==> src/rtl/cal_pkg.sv <==
package cal_pkg;

    localparam int SEC_W  = 6;
    localparam int MIN_W  = 6;
    localparam int HOUR_W = 5;
    localparam int MDAY_W = 5;
    localparam int WDAY_W = 3;
    localparam int MON_W  = 4;
    localparam int YEAR_W = 7;

    localparam int NFIELD = 7;
    localparam int TIME_W = SEC_W + MIN_W + HOUR_W + MDAY_W + WDAY_W + MON_W + YEAR_W;

    localparam int EN_ALARM   = 0;
    localparam int EN_TICK    = 1;
    localparam int EN_ONESHOT = 2;
    localparam int EN_W       = 3;

    localparam int ST_ALARM = 0;
    localparam int ST_TICK  = 1;
    localparam int ST_W     = 2;

    localparam int LEAP_SKIP_YEAR = 100;

    typedef struct packed {
        logic [YEAR_W-1:0] year;
        logic [MON_W-1:0]  mon;
        logic [WDAY_W-1:0] wday;
        logic [MDAY_W-1:0] mday;
        logic [HOUR_W-1:0] hour;
        logic [MIN_W-1:0]  min;
        logic [SEC_W-1:0]  sec;
    } cal_time_t;

    localparam cal_time_t TIME_RESET = '{year: '0, mon: MON_W'(1), wday: WDAY_W'(1),
                                         mday: MDAY_W'(1), hour: '0, min: '0, sec: '0};

    // field index 0..6: sec, min, hour, mday, wday, mon, year
    function automatic int fld_w(input int idx);
        case (idx)
            0: return SEC_W;
            1: return MIN_W;
            2: return HOUR_W;
            3: return MDAY_W;
            4: return WDAY_W;
            5: return MON_W;
            default: return YEAR_W;
        endcase
    endfunction

    function automatic int fld_lsb(input int idx);
        int acc;
        acc = 0;
        for (int k = 0; k < idx; k++) acc += fld_w(k);
        return acc;
    endfunction

    function automatic logic is_leap(input logic [YEAR_W-1:0] yr);
        return (yr[1:0] == 2'b00) && (yr != YEAR_W'(LEAP_SKIP_YEAR));
    endfunction

    function automatic logic [MDAY_W-1:0] days_in_month(input logic [MON_W-1:0] mo,
                                                         input logic [YEAR_W-1:0] yr);
        case (mo)
            MON_W'(2):                              return is_leap(yr) ? MDAY_W'(29) : MDAY_W'(28);
            MON_W'(4), MON_W'(6), MON_W'(9), MON_W'(11): return MDAY_W'(30);
            default:                                return MDAY_W'(31);
        endcase
    endfunction

endpackage

==> src/rtl/cal_counter.sv <==
module cal_counter
    import cal_pkg::*;
(
    input  logic      clk,
    input  logic      rst,
    input  logic      tick,
    input  logic      ld,
    input  cal_time_t ld_val,
    output cal_time_t cur,
    output cal_time_t nxt
);

    logic [MDAY_W-1:0] month_len;
    logic c_sec, c_min, c_hour, c_day, c_mon;

    assign month_len = days_in_month(cur.mon, cur.year);

    always_comb begin
        nxt    = cur;
        c_sec  = (cur.sec  >= SEC_W'(59));
        c_min  = c_sec  && (cur.min  >= MIN_W'(59));
        c_hour = c_min  && (cur.hour >= HOUR_W'(23));
        c_day  = c_hour && (cur.mday >= month_len);
        c_mon  = c_day  && (cur.mon  >= MON_W'(12));

        nxt.sec = c_sec ? '0 : cur.sec + SEC_W'(1);
        if (c_sec)
            nxt.min = c_min ? '0 : cur.min + MIN_W'(1);
        if (c_min)
            nxt.hour = c_hour ? '0 : cur.hour + HOUR_W'(1);
        if (c_hour) begin
            nxt.wday = (cur.wday >= WDAY_W'(7)) ? WDAY_W'(1) : cur.wday + WDAY_W'(1);
            nxt.mday = c_day ? MDAY_W'(1) : cur.mday + MDAY_W'(1);
        end
        if (c_day)
            nxt.mon = c_mon ? MON_W'(1) : cur.mon + MON_W'(1);
        if (c_mon)
            nxt.year = cur.year + YEAR_W'(1);
    end

    always_ff @(posedge clk) begin
        if (rst)
            cur <= TIME_RESET;
        else if (ld)
            cur <= ld_val;
        else if (tick)
            cur <= nxt;
    end

endmodule

==> src/rtl/cal_alarm_unit.sv <==
module cal_alarm_unit
    import cal_pkg::*;
(
    input  logic              clk,
    input  logic              rst,
    input  logic              alm_ld,
    input  cal_time_t         alm_val,
    input  logic              mask_ld,
    input  logic [NFIELD-1:0] mask_val,
    input  cal_time_t         probe,
    output logic              match
);

    cal_time_t         alm_q;
    logic [NFIELD-1:0] mask_q;
    logic [NFIELD-1:0] field_ok;
    logic [TIME_W-1:0] probe_flat;
    logic [TIME_W-1:0] alm_flat;

    always_ff @(posedge clk) begin
        if (rst) begin
            alm_q  <= '0;
            mask_q <= '0;
        end else begin
            if (alm_ld)  alm_q  <= alm_val;
            if (mask_ld) mask_q <= mask_val;
        end
    end

    assign probe_flat = probe;
    assign alm_flat   = alm_q;

    for (genvar g = 0; g < NFIELD; g++) begin : g_field
        localparam int L = fld_lsb(g);
        localparam int W = fld_w(g);
        assign field_ok[g] = mask_q[g] || (probe_flat[L +: W] == alm_flat[L +: W]);
    end

    assign match = &field_ok;

endmodule

==> src/rtl/cal_irq_ctrl.sv <==
module cal_irq_ctrl
    import cal_pkg::*;
(
    input  logic            clk,
    input  logic            rst,
    input  logic            tick,
    input  logic            time_ld,
    input  logic            match,
    input  logic            ien_ld,
    input  logic [EN_W-1:0] ien_val,
    input  logic            sts_rd,
    output logic [ST_W-1:0] sts,
    output logic [EN_W-1:0] ien,
    output logic            irq_n
);

    logic alarm_hit;
    logic tick_hit;

    assign alarm_hit = tick && !time_ld && match && ien[EN_ALARM];
    assign tick_hit  = tick && ien[EN_TICK];

    always_ff @(posedge clk) begin
        if (rst) begin
            sts <= '0;
            ien <= '0;
        end else begin
            sts[ST_ALARM] <= alarm_hit || (sts[ST_ALARM] && !sts_rd);
            sts[ST_TICK]  <= tick_hit  || (sts[ST_TICK]  && !sts_rd);
            if (ien_ld)
                ien <= ien_val;
            else if (alarm_hit && ien[EN_ONESHOT])
                ien[EN_ALARM] <= 1'b0;
        end
    end

    assign irq_n = ~(|sts);

endmodule

==> src/rtl/cal_alarm_top.sv <==
module cal_alarm_top
    import cal_pkg::*;
(
    input  logic              clk,
    input  logic              rst,
    input  logic              tick_i,
    input  logic              time_ld_i,
    input  logic [TIME_W-1:0] time_val_i,
    input  logic              alm_ld_i,
    input  logic [TIME_W-1:0] alm_val_i,
    input  logic              mask_ld_i,
    input  logic [NFIELD-1:0] mask_val_i,
    input  logic              ien_ld_i,
    input  logic [EN_W-1:0]   ien_val_i,
    input  logic              sts_rd_i,
    output logic [TIME_W-1:0] time_o,
    output logic [ST_W-1:0]   sts_o,
    output logic [EN_W-1:0]   ien_o,
    output logic              irq_n_o
);

    cal_time_t cur_time;
    cal_time_t nxt_time;
    logic      alm_match;

    cal_counter u_cnt (
        .clk    (clk),
        .rst    (rst),
        .tick   (tick_i),
        .ld     (time_ld_i),
        .ld_val (cal_time_t'(time_val_i)),
        .cur    (cur_time),
        .nxt    (nxt_time)
    );

    cal_alarm_unit u_alm (
        .clk      (clk),
        .rst      (rst),
        .alm_ld   (alm_ld_i),
        .alm_val  (cal_time_t'(alm_val_i)),
        .mask_ld  (mask_ld_i),
        .mask_val (mask_val_i),
        .probe    (nxt_time),
        .match    (alm_match)
    );

    cal_irq_ctrl u_irq (
        .clk     (clk),
        .rst     (rst),
        .tick    (tick_i),
        .time_ld (time_ld_i),
        .match   (alm_match),
        .ien_ld  (ien_ld_i),
        .ien_val (ien_val_i),
        .sts_rd  (sts_rd_i),
        .sts     (sts_o),
        .ien     (ien_o),
        .irq_n   (irq_n_o)
    );

    assign time_o = cur_time;

endmodule

==> config.mk <==
export PLATFORM = sky130hd
export DESIGN_NAME = cal_alarm_top
export DESIGN_NICKNAME = d
export VERILOG_FILES = /design/src/rtl/cal_pkg.sv /design/src/rtl/cal_counter.sv /design/src/rtl/cal_alarm_unit.sv /design/src/rtl/cal_irq_ctrl.sv /design/src/rtl/cal_alarm_top.sv
export SDC_FILE = /design/constraint.sdc
export NUM_CORES = 1
export LEC_CHECK = 0
export ABC_AREA = 1
export BUFFER_PORTS_ARGS = -buffer_cell sky130_fd_sc_hd__buf_2
export CAP_MARGIN = 25
export CORE_MARGIN = 1
export CORE_UTILIZATION = 45
export DETAILED_ROUTE_END_ITERATION = 7
export PLACE_DENSITY = 0.82
export SLEW_MARGIN = 20
export SYNTH_ARGS = -nofsm -noshare
export SYNTH_HDL_FRONTEND = slang
export SYNTH_HIERARCHICAL = 1
export SYNTH_SLANG_ARGS = --single-unit
==> constraint.sdc <==
create_clock -name clk -period 3.86 [get_ports clk]
set_input_delay 0.579 -clock clk [delete_from_list [all_inputs] [get_ports clk]]
set_output_delay 0.579 -clock clk [all_outputs]
set_load 0.01 [all_outputs]
==> results of run 1 <==
## cell families (layout without fill, tap and decap cells)
group           count (synthesis)  after routing  synth area share
simple gates                  347            347             0.298
fa+ha+maj                      14             14            0.0358
buf+inv                       114            231            0.0971
flops                          84             84             0.344
compound gates                146            146             0.186
xor+xnor                       22             22            0.0394
## power groups by stage
stage | combinational, W | sequential [W] | clock [W]
floorplan | 0.000224 | 0.000991 | 0
global placement | 0.000348 | 0.000992 | 0
detailed placement | 0.000355 | 0.000993 | 0
CTS | 0.000356 | 0.000973 | 0.000617
global route | 0.000407 | 0.000982 | 0.000647
finish | 0.000359 | 0.000974 | 0.000609
## through the flow
| stage | util | total power, W | setup slack [ns] |
|---|---|---|---|
| 2_1_floorplan | - | 0.00122 | 0.893 |
| 3_3_place_gp | 0.536 | 0.00134 | 0.508 |
| 3_5_place_dp | 0.536 | 0.00135 | 0.390 |
| 4_1_cts | 0.554 | 0.00195 | 0.367 |
| 5_1_grt | 0.554 | 0.00204 | 0.0300 |
| 6_report | 0.554 | 0.00194 | 0.450 |
## final cells by class
class                      instances  area, um2
clock buffer                      10        138
multi-input combinational        529       2750
fill                            1000       4650
inverter                          80        300
sequential                        84       1680
timing repair buffer             135        686
tap                              136        170
clock inverter                     6       47.5
## cells in the final DEF, fill, tap and decap left out, types with 7 or more instances in the layout
cell        n
xor2_1      8
a21oi_2     7
buf_2     131
a211oi_1   23
ha_1       14
o21ai_0    12
a21oi_1    59
nand2_1   221
a31oi_1     8
a22oi_1    25
clkbuf_8   10
inv_2       7
nand4_1    13
nand3_1    28
xnor2_1    14
inv_1      71
dfxtp_1    84
nor2_1     59
nor2_2      8
## synth_stat cells, drive strengths merged (2+ instances only)
| cell | count | area share |
|---|---|---|
| nand3b | 3 | 0.0046 |
| a221oi | 2 | 0.0036 |
| a22oi | 25 | 0.038 |
| a31oi | 8 | 0.010 |
| nand2 | 224 | 0.17 |
| clkinv | 2 | 0.0015 |
| nor3 | 3 | 0.0031 |
| clkbuf | 14 | 0.011 |
| o21ai | 16 | 0.016 |
| a21oi | 66 | 0.073 |
| nor2 | 70 | 0.062 |
| a211oi | 23 | 0.035 |
| o21bai | 2 | 0.0031 |
| xor2 | 8 | 0.014 |
| nand4 | 13 | 0.017 |
| and2 | 4 | 0.0051 |
| dfxtp | 84 | 0.34 |
| buf | 20 | 0.025 |
| nand3 | 29 | 0.031 |
| o21a | 2 | 0.0031 |
| xnor2 | 14 | 0.025 |
| inv | 78 | 0.060 |
| ha | 14 | 0.036 |
## how the worst min path moves through the flow
stage / endpoint
global route: u_alm/alm_flat[12]
floorplan: u_alm/mask_q[6]
detailed placement: u_alm/mask_q[0]
CTS: u_irq/ien[1]
finish: u_cnt/cur[22]
global placement: u_irq/sts[1]
## critical path, stage by stage, from the launching register on
cell	delay, ns
dfxtp_1	0.47
inv_1	0.14
ha_1	0.24
o21ai_0	0.18
a21oi_1	0.09
a21oi_1	0.13
ha_1	0.25
inv_1	0.06
nand2_1	0.04
a21oi_1	0.23
nor2_4	0.13
nand3_2	0.16
nand2_1	0.08
and2_1	0.15
xnor2_1	0.15
nand2_1	0.08
nor2_1	0.09
nand2_1	0.07
nand2_1	0.06
nand3_1	0.09
nor2_2	0.12
nand2_1	0.05
inv_1	0.07
nand3_1	0.07
nand2_1	0.07
a21oi_2	0.05
## flip-flops by register name (all words and copies together) (netlist names)
signal,flops
u_alm/mask_q,7
u_alm/alm_flat,36
u_irq/ien,3
u_cnt/cur,36
u_irq/sts,2
## timing repair
item,in CTS,in global routing
resized for setup,0,1
hold endpoints to repair,0,0
setup endpoints to repair,0,2
hold buffers,0,0
## layer usage
metal	vias up	routed length (um)	GRT usage
met5	-	0	0
met4	0	367	0.103
met3	27	884	0.0521
li1	2603	-	-
met1	2307	5690	0.301
met2	201	6610	0.434
==> flow_metrics.py, run 1 <==
metrics = {
    "global_routing": {
        "grt_pass1_vias": 4817,
        "antenna_found_initial": 0,
        "grt_max_degree": 54,
        "gr-total-overflow": 0,
        "grtUsageTotal": 0.251,
        "grt_pass1_wl_mm": 22.5,
    },
    "routing": {
        "routedWlPerCell_um": 13.8,
        "drtAntennaViolNets": 0,
        "drc": 0,
        "first_pass_iters": 5,
        "drt-initial-drc-count": 349,
        "totalWireLength_mm": 13.6,
        "avgViaCountPerCell": 5.24,
        "vias": 5138,
    },
    "logic_synthesis": {
        "synthArstFlopShare": 0,
        "synth.cell_area_um2": 4890,
        "avgSynthCellArea_um2": 6.73,
        "synth-edff-count": 0,
        "synth_fp_nets": 831,
        "synth_flop_cell": "dfxtp_1",
        "synth_seq_cells": 84,
        "synth_warnings": 6,
        "ys_types": 38,
        "seq_area_frac_synth": 0.344,
        "synthCells": 727,
    },
    "place": {
        "io_buffers": 131,
        "gp_congestion": 0.929,
        "dp_cells": 964,
        "placed_area_um2": 5580,
        "dp_hpwl_mm": 9.88,
    },
    "floorplanning": {
        "coreArea_um2": 10400,
        "die-area_um2": 11300,
        "die_h_um": 106,
        "start_util": 0.470,
        "rows": 37,
        "die_w_um": 106,
        "num_io_pins": 132,
    },
    "timing": {
        "setup_tns_ns": 0,
        "hold_viol": 0,
        "final_max_slew_viol_count": 0,
        "fmax_mhz": 293,
        "timing.final.crit_share": 0.884,
        "setup_viol": 0,
        "holdWs_ns": 0.437,
        "min_period_ns": 3.41,
        "worst_pin_slew_ns": 0.861,
        "max_slew_margin": 0.425,
        "skew_ns": 0.0105,
        "rsz0062_at_grt": "no",
    },
    "critical_path": {
        "worstPathMaxFanout": 12,
        "startpoint": "u_cnt/cur[25]",
        "start_kind": "flop",
        "cp-endpoint": "u_irq/ien[0]",
        "r2r_end": "u_irq/ien[0]",
        "cp.arrival_ns": 3.67,
        "crit_type": "reg -> reg",
        "worstSetupEndpointType": "flop",
        "cp.required_ns": 4.12,
        "r2r_start": "u_cnt/cur[25]",
        "reg2reg_depth": 25,
        "reg2reg_setup_slack_ns": 0.45,
    },
    "power": {
        "peakVddDrop_v": 0.000172,
        "p_per_area_nw_per_um2": 337,
        "seqPwrFrac": 0.502,
        "power.internal_w": 0.00133,
        "power_frac_clock": 0.314,
        "swShare": 0.317,
        "p_sw_w": 0.000616,
        "combPwrFrac": 0.185,
        "p_leak_nw": 2.74,
    },
    "final_layout": {
        "drive_above_1_share": 0.214,
        "syn_to_final_growth_pct": 17.9,
        "final_nets": 943,
        "antenna_cells": 0,
        "fin_cells": 980,
        "fin_area_um2": 5770,
    },
    "clock_network": {
        "cts-root-buf": "clkbuf_8",
        "h-tree-depth": 3,
        "clk_latency_ns": 0.36,
        "cts-buffers-inserted": 9,
        "clk_path_buf_depth": 2,
        "clkTransAtPathRegs_ns": 0.09,
        "clock-sinks": 84,
        "cts_tree": "yes",
        "postCtsSetupRepairBufs": 0,
    },
    "flow_run": {
        "cap_violations": 0,
    },
    "min_path": {
        "hold_depth": 3,
        "hold_class": "in -> reg",
        "worstHoldStart": "time_val_i[22]",
    },
    "status": {
        "outcome": "finished clean",
    },
}
(Power assumes the default switching activity.)
==> run 2, diff against run 1 <==
==> constraint.sdc (replaced) <==
create_clock -name clk -period 4.2 [get_ports clk]
set_input_delay 0.21 -clock clk [delete_from_list [all_inputs] [get_ports clk]]
set_output_delay 0.21 -clock clk [all_outputs]
set_load 0.01 [all_outputs]
==> run 2 against run 1 <==
- largest power group unchanged
- wire length down 1.6%
- core utilization grew 0.13 points
- via count unchanged
- critical path depth down 1
- clock skew rose by 0.0025 ns
- critical path type unchanged
- largest cell class unchanged
- cell area increased by 0.24%
==> flow_metrics.py, run 2 (synthesis results as in run 1) <==
metrics = {
    "power": {
        "power_frac_clock": 0.332,
        "peakVddDrop_v": 0.000175,
        "p_leak_nw": 2.75,
        "p_per_area_nw_per_um2": 317,
        "total_power_w": 0.00183,
        "power.internal_w": 0.00128,
        "combPwrFrac": 0.180,
        "swShare": 0.302,
        "seqPwrFrac": 0.488,
        "p_sw_w": 0.000552,
    },
    "critical_path": {
        "worstPathMaxFanout": 12,
        "r2r_start": "u_cnt/cur[27]",
        "worstSetupEndpointType": "flop",
        "startpoint": "u_cnt/cur[27]",
        "crit_type": "reg -> reg",
        "cp_slowest_stage_delay_ns": 0.42,
        "critPathTopFamily": "simple AND/OR/NAND/NOR gates",
        "cpMostUsedCell": "nand2_1",
        "cp.required_ns": 4.45,
        "cp.arrival_ns": 3.74,
        "crit_slowest_cell": "nor2_2",
        "critPathBufInv": 3,
        "start_kind": "flop",
        "crit_chain": "nand2_1 > clkinv_1 > a21oi_1 > a21oi_1 > ha_1 > inv_1 > nand2_1 > a21oi_1 > nor2_2 > nand3_2 > nand2_1 > and2_1 > xnor2_1 > nand2_1 > nor2_1 > nand2_1 > nand2_1 > nand3_1 > nor2_2 > nand2_1 > inv_1 > nand3_1 > nand2_1 > a21oi_2",
    },
    "final_layout": {
        "drive_above_1_share": 0.214,
        "final_common_cell": "nand2_1",
        "final_cell_mix": "nand2_1, buf_2, dfxtp_1",
        "final_nets": 942,
        "syn_to_final_growth_pct": 18.2,
        "fillers": 1002,
    },
    "routing": {
        "routedWlPerCell_um": 13.6,
        "drc": 0,
        "first_pass_iters": 5,
        "drt-initial-drc-count": 384,
        "avgViaCountPerCell": 5.24,
        "drtAntennaViolNets": 0,
        "vias": 5138,
        "totalWireLength_mm": 13.3,
    },
    "timing": {
        "final_max_slew_viol_count": 0,
        "timing.final.crit_share": 0.832,
        "min_period_ns": 3.49,
        "setup_tns_ns": 0,
        "skew_ns": 0.0130,
        "setup_viol": 0,
        "fmax_mhz": 286,
        "max_slew_margin": 0.444,
        "hold_viol": 0,
        "rsz0062_at_grt": "no",
        "worst_pin_slew_ns": 0.833,
    },
    "flow_run": {
        "cap_violations": 0,
    },
    "clock_network": {
        "cts_tree": "yes",
        "clk_latency_ns": 0.36,
        "cts_hold_buf": 0,
        "clock-sinks": 84,
        "ctsResizeCount": 0,
        "h-tree-depth": 3,
        "cts-buffers-inserted": 9,
        "clk_path_buf_depth": 2,
        "cts-root-buf": "clkbuf_8",
        "postCtsSetupRepairBufs": 0,
        "clkTransAtPathRegs_ns": 0.09,
    },
    "place": {
        "io_buffers": 131,
        "dp_hpwl_mm": 9.64,
        "gp_congestion": 0.945,
    },
    "status": {
        "outcome": "finished clean",
    },
    "global_routing": {
        "grtUsageTotal": 0.242,
        "grt_pass1_vias": 4733,
        "grt_pass1_wl_mm": 21.6,
        "grt_max_degree": 54,
        "gr-total-overflow": 0,
        "antenna_found_initial": 0,
    },
    "floorplanning": {
        "die_h_um": 106,
        "coreArea_um2": 10400,
        "start_util": 0.470,
        "die-area_um2": 11300,
        "die_w_um": 106,
        "rows": 37,
        "num_io_pins": 132,
    },
    "min_path": {
        "worstHoldStart": "time_val_i[22]",
        "hold_class": "in -> reg",
    },
}
-- run 2: layout make-up --
type / count / area (um2) / area share
clock buffers: 10 / 138 / 0.0238
inverters: 80 / 300 / 0.0519
flip-flops and latches: 84 / 1680 / 0.291
clock inverters: 6 / 71.3 / 0.0123
multi-input cells: 529 / 2740 / 0.474
repair buffers: 134 / 678 / 0.117
diodes: 1 / 2.50 / 0.000433
well taps: 136 / 170 / 0.0294
-- run 2: worst paths after layout --
| check | end | slack, ns | depth (start not counted) |
|---|---|---|---|
| worst max-delay path | u_irq/ien[0] | 0.71 | 24 |
| worst min-delay path | u_cnt/cur[22] | 0.07 | 3 |
| worst max register to register | u_irq/ien[0] | 0.71 | 24 |
| worst min register to register | u_alm/mask_q[0] | 0.47 | 2 |
-- run 2: through the flow --
stage	utilization	cell area [um2]	hold WS, ns	std cells	setup slack [ns]
after detailed placement	0.535	5570	0.435	963	0.777
after CTS	0.555	5780	0.0529	979	0.753
after floorplan	-	4890	0.272	727	1.23
final	0.555	5780	0.0672	980	0.708
after global placement	0.535	5570	0.427	963	0.844
after global routing	0.555	5780	0.0666	979	0.335
-- run 2: per-layer routing --
metal  global-route usage  routed length [um]  vias up
met3               0.0540                 847       17
li1                     -                   -     2604
met2                0.432                6590      184
met5                    0                   0        -
met1                0.284                5660     2333
met4               0.0784                 236        0
-- run 2: power by group through the flow --
stage	Clock [W]	Combinational (W)	Sequential (W)
after global placement	0	0.000319	0.000911
final	0.000608	0.000329	0.000894
after CTS	0.000618	0.000328	0.000893
after detailed placement	0	0.000326	0.000912
after floorplan	0	0.000206	0.000911
after global routing	0.000652	0.000372	0.000902
-- run 2: worst register-to-register path, stage by stage (launching register included) --
cell	delay [ns]
dfxtp_1	0.40
nand2_1	0.19
clkinv_1	0.26
a21oi_1	0.19
a21oi_1	0.06
ha_1	0.28
inv_1	0.03
nand2_1	0.04
a21oi_1	0.07
nor2_2	0.42
nand3_2	0.25
nand2_1	0.13
and2_1	0.14
xnor2_1	0.11
nand2_1	0.06
nor2_1	0.11
nand2_1	0.07
nand2_1	0.06
nand3_1	0.09
nor2_2	0.11
nand2_1	0.05
inv_1	0.07
nand3_1	0.07
nand2_1	0.08
a21oi_2	0.05
